[config.mk]
export PLATFORM = sky130hd
export DESIGN_NAME = lcd_bp_sequencer
export DESIGN_NICKNAME = d
export VERILOG_FILES = /design/src/rtl/lcd_seq_pkg.sv /design/src/rtl/lcd_slot_timer.sv /design/src/rtl/lcd_disp_loader.sv /design/src/rtl/lcd_drive_encoder.sv /design/src/rtl/lcd_bp_sequencer.sv
export SDC_FILE = /design/constraint.sdc
export NUM_CORES = 1
export LEC_CHECK = 0
export ABC_AREA = 1
export BUFFER_PORTS_ARGS = -buffer_cell sky130_fd_sc_hd__buf_2
export CAP_MARGIN = 10
export CORE_MARGIN = 5
export CORE_UTILIZATION = 55
export CTS_BUF_LIST = sky130_fd_sc_hd__clkbuf_4 sky130_fd_sc_hd__clkbuf_8
export DETAILED_ROUTE_END_ITERATION = 10
export PLACE_DENSITY = 0.74
export SLEW_MARGIN = 20
export SYNTH_ARGS = -nofsm -noshare
export SYNTH_HDL_FRONTEND = slang
export SYNTH_SLANG_ARGS = --single-unit
[constraint.sdc]
create_clock -name clk_i -period 7.4 [get_ports clk_i]
set_input_delay 2.22 -clock clk_i [delete_from_list [all_inputs] [get_ports clk_i]]
set_output_delay 2.22 -clock clk_i [all_outputs]
set_load 0.005 [all_outputs]
[src/rtl/lcd_seq_pkg.sv]
package lcd_seq_pkg;

   // geometry fixed by the backplane mapping
   localparam int unsigned NUM_ROW = 4;
   localparam int unsigned NUM_BP  = 4;
   localparam int unsigned SLOT_W  = $clog2(NUM_ROW);

   // row-count selector: rows = mode + 1
   localparam logic [1:0] MODE_ONE   = 2'd0;
   localparam logic [1:0] MODE_TWO   = 2'd1;
   localparam logic [1:0] MODE_THREE = 2'd2;
   localparam logic [1:0] MODE_FOUR  = 2'd3;

   // symbolic drive levels
   localparam logic [1:0] LVL_LO   = 2'b00;
   localparam logic [1:0] LVL_MIDL = 2'b01;
   localparam logic [1:0] LVL_MIDH = 2'b10;
   localparam logic [1:0] LVL_HI   = 2'b11;

   // row served by a backplane in a given mode
   function automatic logic [SLOT_W-1:0] bp_row(input logic [1:0] mode, input int unsigned bp);
      logic [SLOT_W-1:0] idx;
      idx = SLOT_W'(bp);
      case (mode)
         MODE_FOUR:  bp_row = idx;
         MODE_THREE: bp_row = (idx == SLOT_W'(3)) ? SLOT_W'(1) : idx;
         MODE_TWO:   bp_row = {1'b0, idx[0]};
         default:    bp_row = '0;
      endcase
   endfunction

endpackage

[src/rtl/lcd_slot_timer.sv]
module lcd_slot_timer
   import lcd_seq_pkg::*;
(
   input  logic              clk_i,
   input  logic              rst_ni,
   input  logic              tick_i,
   input  logic [1:0]        mode_i,
   output logic [SLOT_W-1:0] slot_o,
   output logic              pol_o,
   output logic [1:0]        mode_o,
   output logic              frame_o,
   output logic              bnd_o
);

   logic [SLOT_W-1:0] slot_q;
   logic              pol_q;
   logic [1:0]        mode_q;
   logic              frame_q;
   logic              last_slot;

   // last slot index equals the mode code (rows - 1)
   assign last_slot = (slot_q == SLOT_W'(mode_q));
   assign bnd_o     = tick_i && last_slot;

   always_ff @(posedge clk_i or negedge rst_ni) begin
      if (!rst_ni) begin
         slot_q  <= '0;
         pol_q   <= 1'b0;
         mode_q  <= MODE_ONE;
         frame_q <= 1'b0;
      end else begin
         frame_q <= 1'b0;
         if (tick_i) begin
            if (last_slot) begin
               slot_q  <= '0;
               pol_q   <= ~pol_q;
               mode_q  <= mode_i;
               frame_q <= 1'b1;
            end else begin
               slot_q <= slot_q + 1'b1;
            end
         end
      end
   end

   assign slot_o  = slot_q;
   assign pol_o   = pol_q;
   assign mode_o  = mode_q;
   assign frame_o = frame_q;

   // slot never leaves the active row range
   p_slot_range_r2: assert property (@(posedge clk_i) disable iff (!rst_ni)
      slot_q <= SLOT_W'(mode_q));

   // mode is held unless a frame ends
   p_mode_hold_r3: assert property (@(posedge clk_i) disable iff (!rst_ni)
      !bnd_o |=> $stable(mode_q));

   // every new frame has flipped polarity
   p_pol_flip_r4: assert property (@(posedge clk_i) disable iff (!rst_ni)
      bnd_o |=> (pol_q != $past(pol_q)));

   // the frame pulse always coincides with slot 0
   p_frame_slot0_r2: assert property (@(posedge clk_i) disable iff (!rst_ni)
      frame_q |-> (slot_q == '0));

endmodule

[src/rtl/lcd_disp_loader.sv]
module lcd_disp_loader
   import lcd_seq_pkg::*;
#(
   parameter int unsigned NUM_SEG = 40,
   localparam int unsigned COL_W  = (NUM_SEG > 1) ? $clog2(NUM_SEG) : 1,
   localparam int unsigned CNT_W  = $clog2(NUM_SEG + 1),
   localparam int unsigned DISP_W = NUM_SEG * NUM_ROW
) (
   input  logic               clk_i,
   input  logic               rst_ni,
   input  logic               bnd_i,
   output logic [COL_W-1:0]   ram_addr_o,
   input  logic [NUM_ROW-1:0] ram_data_i,
   output logic [DISP_W-1:0]  disp_o
);

   logic [CNT_W-1:0]   cnt_q;
   logic               rd_vld_q;
   logic [COL_W-1:0]   rd_col_q;
   logic               issuing;
   logic               sweep_done;
   logic [NUM_ROW-1:0] shadow_q [NUM_SEG];
   logic [DISP_W-1:0]  shadow_flat;
   logic [DISP_W-1:0]  disp_q;

   assign issuing    = (cnt_q < CNT_W'(NUM_SEG));
   assign sweep_done = !issuing && !rd_vld_q;
   assign ram_addr_o = issuing ? cnt_q[COL_W-1:0] : '0;

   // address sequencer and read pipeline
   always_ff @(posedge clk_i or negedge rst_ni) begin
      if (!rst_ni) begin
         cnt_q    <= '0;
         rd_vld_q <= 1'b0;
         rd_col_q <= '0;
      end else begin
         rd_vld_q <= issuing;
         rd_col_q <= cnt_q[COL_W-1:0];
         if (bnd_i && sweep_done) begin
            cnt_q <= '0;
         end else if (issuing) begin
            cnt_q <= cnt_q + 1'b1;
         end
      end
   end

   // shadow copy, one column per register group
   for (genvar k = 0; k < NUM_SEG; k++) begin : g_col
      always_ff @(posedge clk_i or negedge rst_ni) begin
         if (!rst_ni) begin
            shadow_q[k] <= '0;
         end else if (rd_vld_q && (rd_col_q == COL_W'(k))) begin
            shadow_q[k] <= ram_data_i;
         end
      end
      assign shadow_flat[k*NUM_ROW +: NUM_ROW] = shadow_q[k];
   end

   // display register: frame-boundary load of a finished sweep
   always_ff @(posedge clk_i or negedge rst_ni) begin
      if (!rst_ni) begin
         disp_q <= '0;
      end else if (bnd_i && sweep_done) begin
         disp_q <= shadow_flat;
      end
   end

   assign disp_o = disp_q;

   // the shown data only changes on a frame boundary
   p_disp_hold_r9: assert property (@(posedge clk_i) disable iff (!rst_ni)
      !bnd_i |=> $stable(disp_q));

   // a boundary during a sweep does not restart it
   p_sweep_runs_r10: assert property (@(posedge clk_i) disable iff (!rst_ni)
      (bnd_i && issuing) |=> (cnt_q == $past(cnt_q) + 1'b1));

   // addresses stay within the bit map
   p_addr_range_r8: assert property (@(posedge clk_i) disable iff (!rst_ni)
      ram_addr_o < COL_W'(NUM_SEG));

endmodule

[src/rtl/lcd_drive_encoder.sv]
module lcd_drive_encoder
   import lcd_seq_pkg::*;
#(
   parameter int unsigned NUM_SEG = 40,
   localparam int unsigned DISP_W = NUM_SEG * NUM_ROW
) (
   input  logic [SLOT_W-1:0]    slot_i,
   input  logic                 pol_i,
   input  logic [1:0]           mode_i,
   input  logic [DISP_W-1:0]    disp_i,
   output logic [2*NUM_BP-1:0]  bp_lvl_o,
   output logic [2*NUM_SEG-1:0] seg_lvl_o
);

   logic [1:0] act_lvl;
   logic [1:0] inv_lvl;
   logic [1:0] idle_lvl;

   assign act_lvl  = pol_i ? LVL_LO : LVL_HI;
   assign inv_lvl  = pol_i ? LVL_HI : LVL_LO;
   assign idle_lvl = pol_i ? LVL_MIDH : LVL_MIDL;

   for (genvar p = 0; p < NUM_BP; p++) begin : g_bp
      logic [SLOT_W-1:0] row;
      assign row = bp_row(mode_i, p);
      assign bp_lvl_o[2*p +: 2] = (row == slot_i) ? act_lvl : idle_lvl;
   end

   for (genvar k = 0; k < NUM_SEG; k++) begin : g_seg
      logic [NUM_ROW-1:0] col;
      assign col = disp_i[k*NUM_ROW +: NUM_ROW];
      assign seg_lvl_o[2*k +: 2] = col[slot_i] ? inv_lvl : act_lvl;
   end

endmodule

[src/rtl/lcd_bp_sequencer.sv]
module lcd_bp_sequencer
   import lcd_seq_pkg::*;
#(
   parameter int unsigned NUM_SEG = 40,
   localparam int unsigned COL_W  = (NUM_SEG > 1) ? $clog2(NUM_SEG) : 1,
   localparam int unsigned DISP_W = NUM_SEG * NUM_ROW
) (
   input  logic                 clk_i,
   input  logic                 rst_ni,
   input  logic                 tick_i,
   input  logic [1:0]           mode_i,
   output logic [COL_W-1:0]     ram_addr_o,
   input  logic [3:0]           ram_data_i,
   output logic [7:0]           bp_lvl_o,
   output logic [2*NUM_SEG-1:0] seg_lvl_o,
   output logic                 frame_o
);

   initial begin : elab_chk
      assert (NUM_SEG >= 1 && NUM_SEG <= 256)
         else $error("NUM_SEG must be in 1..256");
      assert (NUM_ROW == 4 && NUM_BP == 4)
         else $error("row and backplane count must both be 4");
   end

   logic [SLOT_W-1:0] slot;
   logic              pol;
   logic [1:0]        mode_q;
   logic              bnd;
   logic [DISP_W-1:0] disp;

   lcd_slot_timer u_timer (
      .clk_i   (clk_i),
      .rst_ni  (rst_ni),
      .tick_i  (tick_i),
      .mode_i  (mode_i),
      .slot_o  (slot),
      .pol_o   (pol),
      .mode_o  (mode_q),
      .frame_o (frame_o),
      .bnd_o   (bnd)
   );

   lcd_disp_loader #(.NUM_SEG(NUM_SEG)) u_loader (
      .clk_i      (clk_i),
      .rst_ni     (rst_ni),
      .bnd_i      (bnd),
      .ram_addr_o (ram_addr_o),
      .ram_data_i (ram_data_i),
      .disp_o     (disp)
   );

   lcd_drive_encoder #(.NUM_SEG(NUM_SEG)) u_enc (
      .slot_i    (slot),
      .pol_i     (pol),
      .mode_i    (mode_q),
      .disp_i    (disp),
      .bp_lvl_o  (bp_lvl_o),
      .seg_lvl_o (seg_lvl_o)
   );

   // backplanes sitting at a rail (active) as seen at the outputs
   logic [NUM_BP-1:0] bp_rail;
   for (genvar p = 0; p < NUM_BP; p++) begin : g_rail
      assign bp_rail[p] = (bp_lvl_o[2*p +: 2] == LVL_HI) || (bp_lvl_o[2*p +: 2] == LVL_LO);
   end

   // three-row pairing
   p_pair_three_r6: assert property (@(posedge clk_i) disable iff (!rst_ni)
      (mode_q == MODE_THREE) |-> (bp_lvl_o[7:6] == bp_lvl_o[3:2]));

   // two-row pairing
   p_pair_two_r6: assert property (@(posedge clk_i) disable iff (!rst_ni)
      (mode_q == MODE_TWO) |-> ((bp_lvl_o[5:4] == bp_lvl_o[1:0]) && (bp_lvl_o[7:6] == bp_lvl_o[3:2])));

   // one-row mode drives all backplanes identically, at the rail
   p_pair_one_r6: assert property (@(posedge clk_i) disable iff (!rst_ni)
      (mode_q == MODE_ONE) |-> (bp_rail == '1 && bp_lvl_o[7:6] == bp_lvl_o[1:0]
                                && bp_lvl_o[5:4] == bp_lvl_o[1:0] && bp_lvl_o[3:2] == bp_lvl_o[1:0]));

   // exactly one backplane active per slot with four rows
   p_one_active_r5: assert property (@(posedge clk_i) disable iff (!rst_ni)
      (mode_q == MODE_FOUR) |-> ($countones(bp_rail) == 1));

endmodule

Word level (Yosys, flattened, before mapping). Index checks and enable logic that the tools add are counted. Widths: inputs -> output; s select.

Register bits: 339. Bits in latches: 0. RAM bits: 0. Memory bits (read-only): 0. Memories kept: 0.

Add/sub/neg operators: 2. Multipliers: 0. Div/mod/pow operators: 0. Magnitude comparators: 2. Eq/ne operators: 46. Shift operators: 0. Muxes and demuxes: 136. Bitwise logic cells: 1. Reduce and logical (&&, ||, !) cells: 52.

Operator list (count): $mux 2 (49); $eq 6x5->1 const B (16); $bmux 1 s2 (40); $eq 6x4->1 const B (8); $eq 6x6->1 const B (8); $logic_and 1x1->1 (43); $mux 1 (43); $eq 6x3->1 const B (4); $mux 6 (3); $eq 6x2->1 const B (2); $add 6x1->6 const B (1); $eq 2x2->1 (3); $eq 6x1->1 const B (1); $logic_not 6->1 (1); $lt 6x6->1 const B (1); $eq 2x2->1 const B (2); $pmux 2 s2 (1); $reduce_or 2->1 (2); $lt 2x3->1 const B (1); $reduce_or 3->1 (1); $add 2x1->2 const B (1); $eq 1x2->1 (1); $eq 2x1->1 const B (1); $logic_not 1->1 (2); other kinds (4) (4).

Depth between registers and ports, before layout.
Depth in word-level cells: 5. Mapped depth: 10.

By module. A second synthesis with hierarchy kept.

Cell total of the unflattened synthesis: 1924. Area total of the unflattened synthesis: 15658.8 sq um.

Modules (own cells, without submodules): lcd_disp_loader (times used 1, cells an instance 1384, area an instance 12710.9 sq um); lcd_drive_encoder (times used 1, cells an instance 507, area an instance 2665.1 sq um); lcd_slot_timer (times used 1, cells an instance 33, area an instance 282.8 sq um).

Worst setup path before layout. Ideal clock, no wire load.

Kind: register to output. Start point: reg u_timer.pol_q (netlist: u_timer.pol_o). End point: out bp_lvl_o[0]. Arrival: 1715 ps. Data required time: 5180 ps. Setup slack: 3465 ps. Stages on the path, launching flop included: 6. Path buffers: 2. Cells stage by stage: dfrtp_1 > clkbuf_1 > buf_1 > inv_1 > ha_1 > or2_2.

Longest elaborated chain between the ends: 2. Elaborated cells on any way between the ends: 3. Those cells by class: 3 x mux.

Ends and longest elaborated chain: from (decl) (RTL line lcd_slot_timer.sv:16) `logic pol_q;`; from (signal assigned) (RTL line lcd_slot_timer.sv:36) `pol_q <= ~pol_q;`; $mux 2 (RTL line lcd_drive_encoder.sv:19) `assign act_lvl = pol_i ? LVL_LO : LVL_HI;`; via u_enc.act_lvl[0] (RTL line lcd_drive_encoder.sv:15) `logic [1:0] act_lvl;`; $mux 2 (RTL line lcd_drive_encoder.sv:26) `assign bp_lvl_o[2*p +: 2] = (row == slot_i) ? act_lvl : idle_lvl;`; to (decl) (RTL line lcd_bp_sequencer.sv:14) `output logic [7:0] bp_lvl_o,`.

The timed path passes the listed nets, and every way through them passes these cells.

Worst setup path in the final report.
Start point: reg u_timer.slot_q[0] (netlist: u_timer.slot_o[0]). End point: out bp_lvl_o[6].

Longest elaborated chain between the ends: 2.

Ends and longest elaborated chain: from (decl) (RTL line lcd_slot_timer.sv:15) `logic [SLOT_W-1:0] slot_q;`; from (signal assigned) (RTL line lcd_slot_timer.sv:40) `slot_q <= slot_q + 1'b1;`; $eq 2x2->1 (RTL line lcd_drive_encoder.sv:26); $mux 2 (RTL line lcd_drive_encoder.sv:26).

Every way passes these cells.

==> flow_summary_export.csv <==
group,metric,value,unit
power_and_ir_drop,p_leak,8.67,nW
finish,postLayoutCoreUtil,0.620,
detailed_routing,via_per_inst,5.49,
grt,antenna_found_initial,1,
outcome,status,"complete, no violations",
logic_synthesis,syn_nets,1804,
clock_network,cts_inserted_buffers,55,
timing,setup_viol,0,
worst_hold_path,hold_path.startpoint,"u_loader.cnt_q[1]$_DFFE_PN0P_",
grt,grt.busiest_layer,"met2",
worst_setup_path,r2r_cells,6,
worst_setup_path,crit_required,5.18,ns
grt,met3_usage,0.0431,
finish,nets,1835,
grt,grt_pass1_wl,60.0,mm
finish,area_growth,11.0,%
timing,finalCriticalPeriod,5.10,ns
worst_hold_path,hold_class,"reg -> reg",
worst_setup_path,crit_chain,"buf_4 > inv_2 > buf_4 > nand2_1 > nand2_1 > o21ai_0 > nor2_1 > inv_1 > ha_1 > or2_2 > buf_2",
worst_hold_path,hold_depth,0,
clock_network,cts.sinks,339,
clock_network,clk_pin_slew_worst_paths,0.06,ns
worst_setup_path,path_buf_inv,5,
timing,setup_tns,0,ns
detailed_routing,dr.pass1.iters,5,
worst_setup_path,critical_path.top_delay_family,"buffers and inverters",
worst_setup_path,crit_slowest_cell,"buf_4",
clock_network,cts_tree,"built",
floorplanning,die_area,30700,sq um
worst_setup_path,cp_max_fo,41,
clock_network,cts-root-buf,"clkbuf_8",
worst_setup_path,rr_startpoint,"u_loader.cnt_q[5]$_DFFE_PN0P_",
grt,grt_overflow,0,
logic_synthesis,synth_area,15000,sq um
timing,period_share,0.689,
finish,fillers,2411,
logic_synthesis,synth.avg_cell_area,8.41,sq um
timing,final_max_slew_viol_count,0,
finish,antenna_cells,0,
worst_setup_path,crit_path_end_kind,"output port",
detailed_routing,routedWlPerCell,16.5,um
timing,hold_violations,0,
logic_synthesis,syn_inst,1785,
clock_network,clk_latency,0.59,ns
finish,final_cell_mix,"nand2_1, dfrtp_1, nand3_1, o21ai_0, buf_2",
placed_design,gp_congestion,0.827,
clock_network,cts_buffer_depth,3,
run,maxCapViolCount,0,
floorplanning,die_h,175,um
power_and_ir_drop,vdd_drop_max,0.253,mV
grt,met1_usage,0.335,
timing,fmax,0.196,GHz
grt,grt_use_total,0.238,
worst_setup_path,rrSetupSlack,4.34,ns
floorplanning,initial_core_util,0.558,
worst_setup_path,startpoint_type,"flip-flop",
clock_network,cts_setup_buffers,0,
timing,relSlewSlack,0.267,
worst_setup_path,crit_type,"reg -> out",
finish,drive_above_1_share,0.127,
finish,seq_area,8490,sq um
floorplanning,die_width,175,um
floorplanning,io_pins,104,
placed_design,hpwl,20.4,mm
logic_synthesis,synth-seq-area-share,0.565,
floorplanning,rows,60,
placed_design,port_buffers,103,
worst_hold_path,min_to,"u_loader.rd_col_q[1]$_DFF_PN0_",
finish,multi_input_area,5640,sq um
grt,grtUsageMet2,0.377,
detailed_routing,ant_nets,0,
detailed_routing,drc_errors,0,
clock_network,cts_resized,0,
detailed_routing,num_vias,12100,
power_and_ir_drop,p_per_area,499,nW/um^2
clock_network,htree_num_levels,2,
detailed_routing,drt_iter0_markers,1317,
worst_setup_path,worst_ep_arrival_time,2.88,ns
clock_network,hold_buffers,0,
grt,grt_max_degree,167,
logic_synthesis,synth_seq_cells,339,
timing,worstMarginPinSlew,1.10,ns
logic_synthesis,yosysUniqueCellTypes,21,
timing,rsz0062_at_grt,"false",
finish,mostFrequentLayoutCell,"nand2_1",
floorplanning,core_area,26900,sq um
worst_setup_path,r2r_end,"u_loader.disp_o[22]$_DFFE_PN0P_",
logic_synthesis,yosysWarnings,0,
grt,grt_pass1_vias,11600,
timing,finClkSkew,0.0245,ns
worst_setup_path,cpPeakStageDelay,0.41,ns
detailed_routing,wirelength,36.4,mm
[how the worst max path moves through the flow]
| stage | startpoint | to | cells after the start |
|---|---|---|---|
| 2_1_floorplan | u_timer.pol_o$_DFFE_PN0P_ | bp_lvl_o[0] | 5 |
| 5_1_grt | u_timer.slot_o[0]$_DFFE_PN0P_ | bp_lvl_o[2] | 11 |
| 6_report | u_timer.slot_o[0]$_DFFE_PN0P_ | bp_lvl_o[6] | 11 |
| 3_5_place_dp | u_timer.slot_o[0]$_DFFE_PN0P_ | bp_lvl_o[2] | 11 |
| 3_3_place_gp | u_timer.slot_o[0]$_DFFE_PN0P_ | bp_lvl_o[6] | 11 |
| 4_1_cts | u_timer.slot_o[0]$_DFFE_PN0P_ | bp_lvl_o[6] | 11 |
[final cells by class]
cell class	instances	area share
Clock buffer	89	0.0690
Clock inverter	10	0.0105
Inverter	33	0.00743
Multi-Input combinational cell	1268	0.339
Sequential cell	339	0.509
Tap cell	341	0.0256
Timing Repair Buffer	119	0.0395
[synthesized netlist by cell type]
cell | number | area [sq um]
and2_1 | 1 | 6.26
nor3_4 | 1 | 16.3
o21ai_1 | 4 | 20.0
and3_1 | 1 | 6.26
xor2_1 | 41 | 359
nand2_1 | 757 | 2840
inv_1 | 31 | 116
ha_1 | 10 | 125
nor3_2 | 2 | 20.0
o21ai_0 | 164 | 821
nand3_1 | 246 | 1230
dfrtp_1 | 339 | 8480
clkbuf_1 | 46 | 173
inv_2 | 2 | 7.51
buf_2 | 36 | 180
a31oi_1 | 1 | 6.26
buf_1 | 12 | 45.0
or2_2 | 4 | 25.0
nor2_1 | 35 | 131
buf_4 | 51 | 383
nand3b_1 | 1 | 7.51
[state kept, by name, summed over array words and instances (netlist names)]
register              count
u_loader.disp_o         160
u_loader.shadow_flat    160
u_loader.cnt_q            6
u_loader.rd_col_q         6
u_timer.mode_o            2
u_timer.slot_o            2
u_loader.rd_vld_q         1
u_timer.frame_o           1
u_timer.pol_o             1
[metrics by stage]
| step | std cells | hold slack, ns | power [mW] | worst slack [ns] | cell area, sq um |
|---|---|---|---|---|---|
| after detailed placement | 2100 | 0.436 | 6.46 | 2.89 | 15300 |
| final | 2199 | 0.451 | 8.32 | 2.30 | 16700 |
| after global placement | 2100 | 0.418 | 6.35 | 2.97 | 15300 |
| after CTS | 2199 | 0.450 | 8.38 | 2.28 | 16700 |
| after global routing | 2199 | 0.471 | 9.00 | 2.06 | 16700 |
| after floorplan | 1785 | 0.398 | 5.56 | 3.46 | 15000 |
[routing by layer]
layer  wire [um]  vias up
met5           7        -
met4         870        2
met3        2520       78
met2       16900      430
met1       16100     5813
li1            -     5743
[logic make-up after synthesis]
logic type | after synthesis | synth area share
XOR/XNOR | 41 | 0.0239
flip-flops | 339 | 0.565
AO/OA/AOI/OAI | 169 | 0.0565
AND/OR/NAND/NOR | 1048 | 0.286
adder cells (fa/ha/maj) | 10 | 0.00834
buffers and inverters | 178 | 0.0603
[where the power goes]
group | total [mW] | switching, mW | internal [mW]
sequential | 3.20 | 0.493 | 2.71
clock | 1.89 | 0.738 | 1.15
combinational | 3.23 | 2.00 | 1.23
No activity file was read; power rests on OpenSTA's default activity.
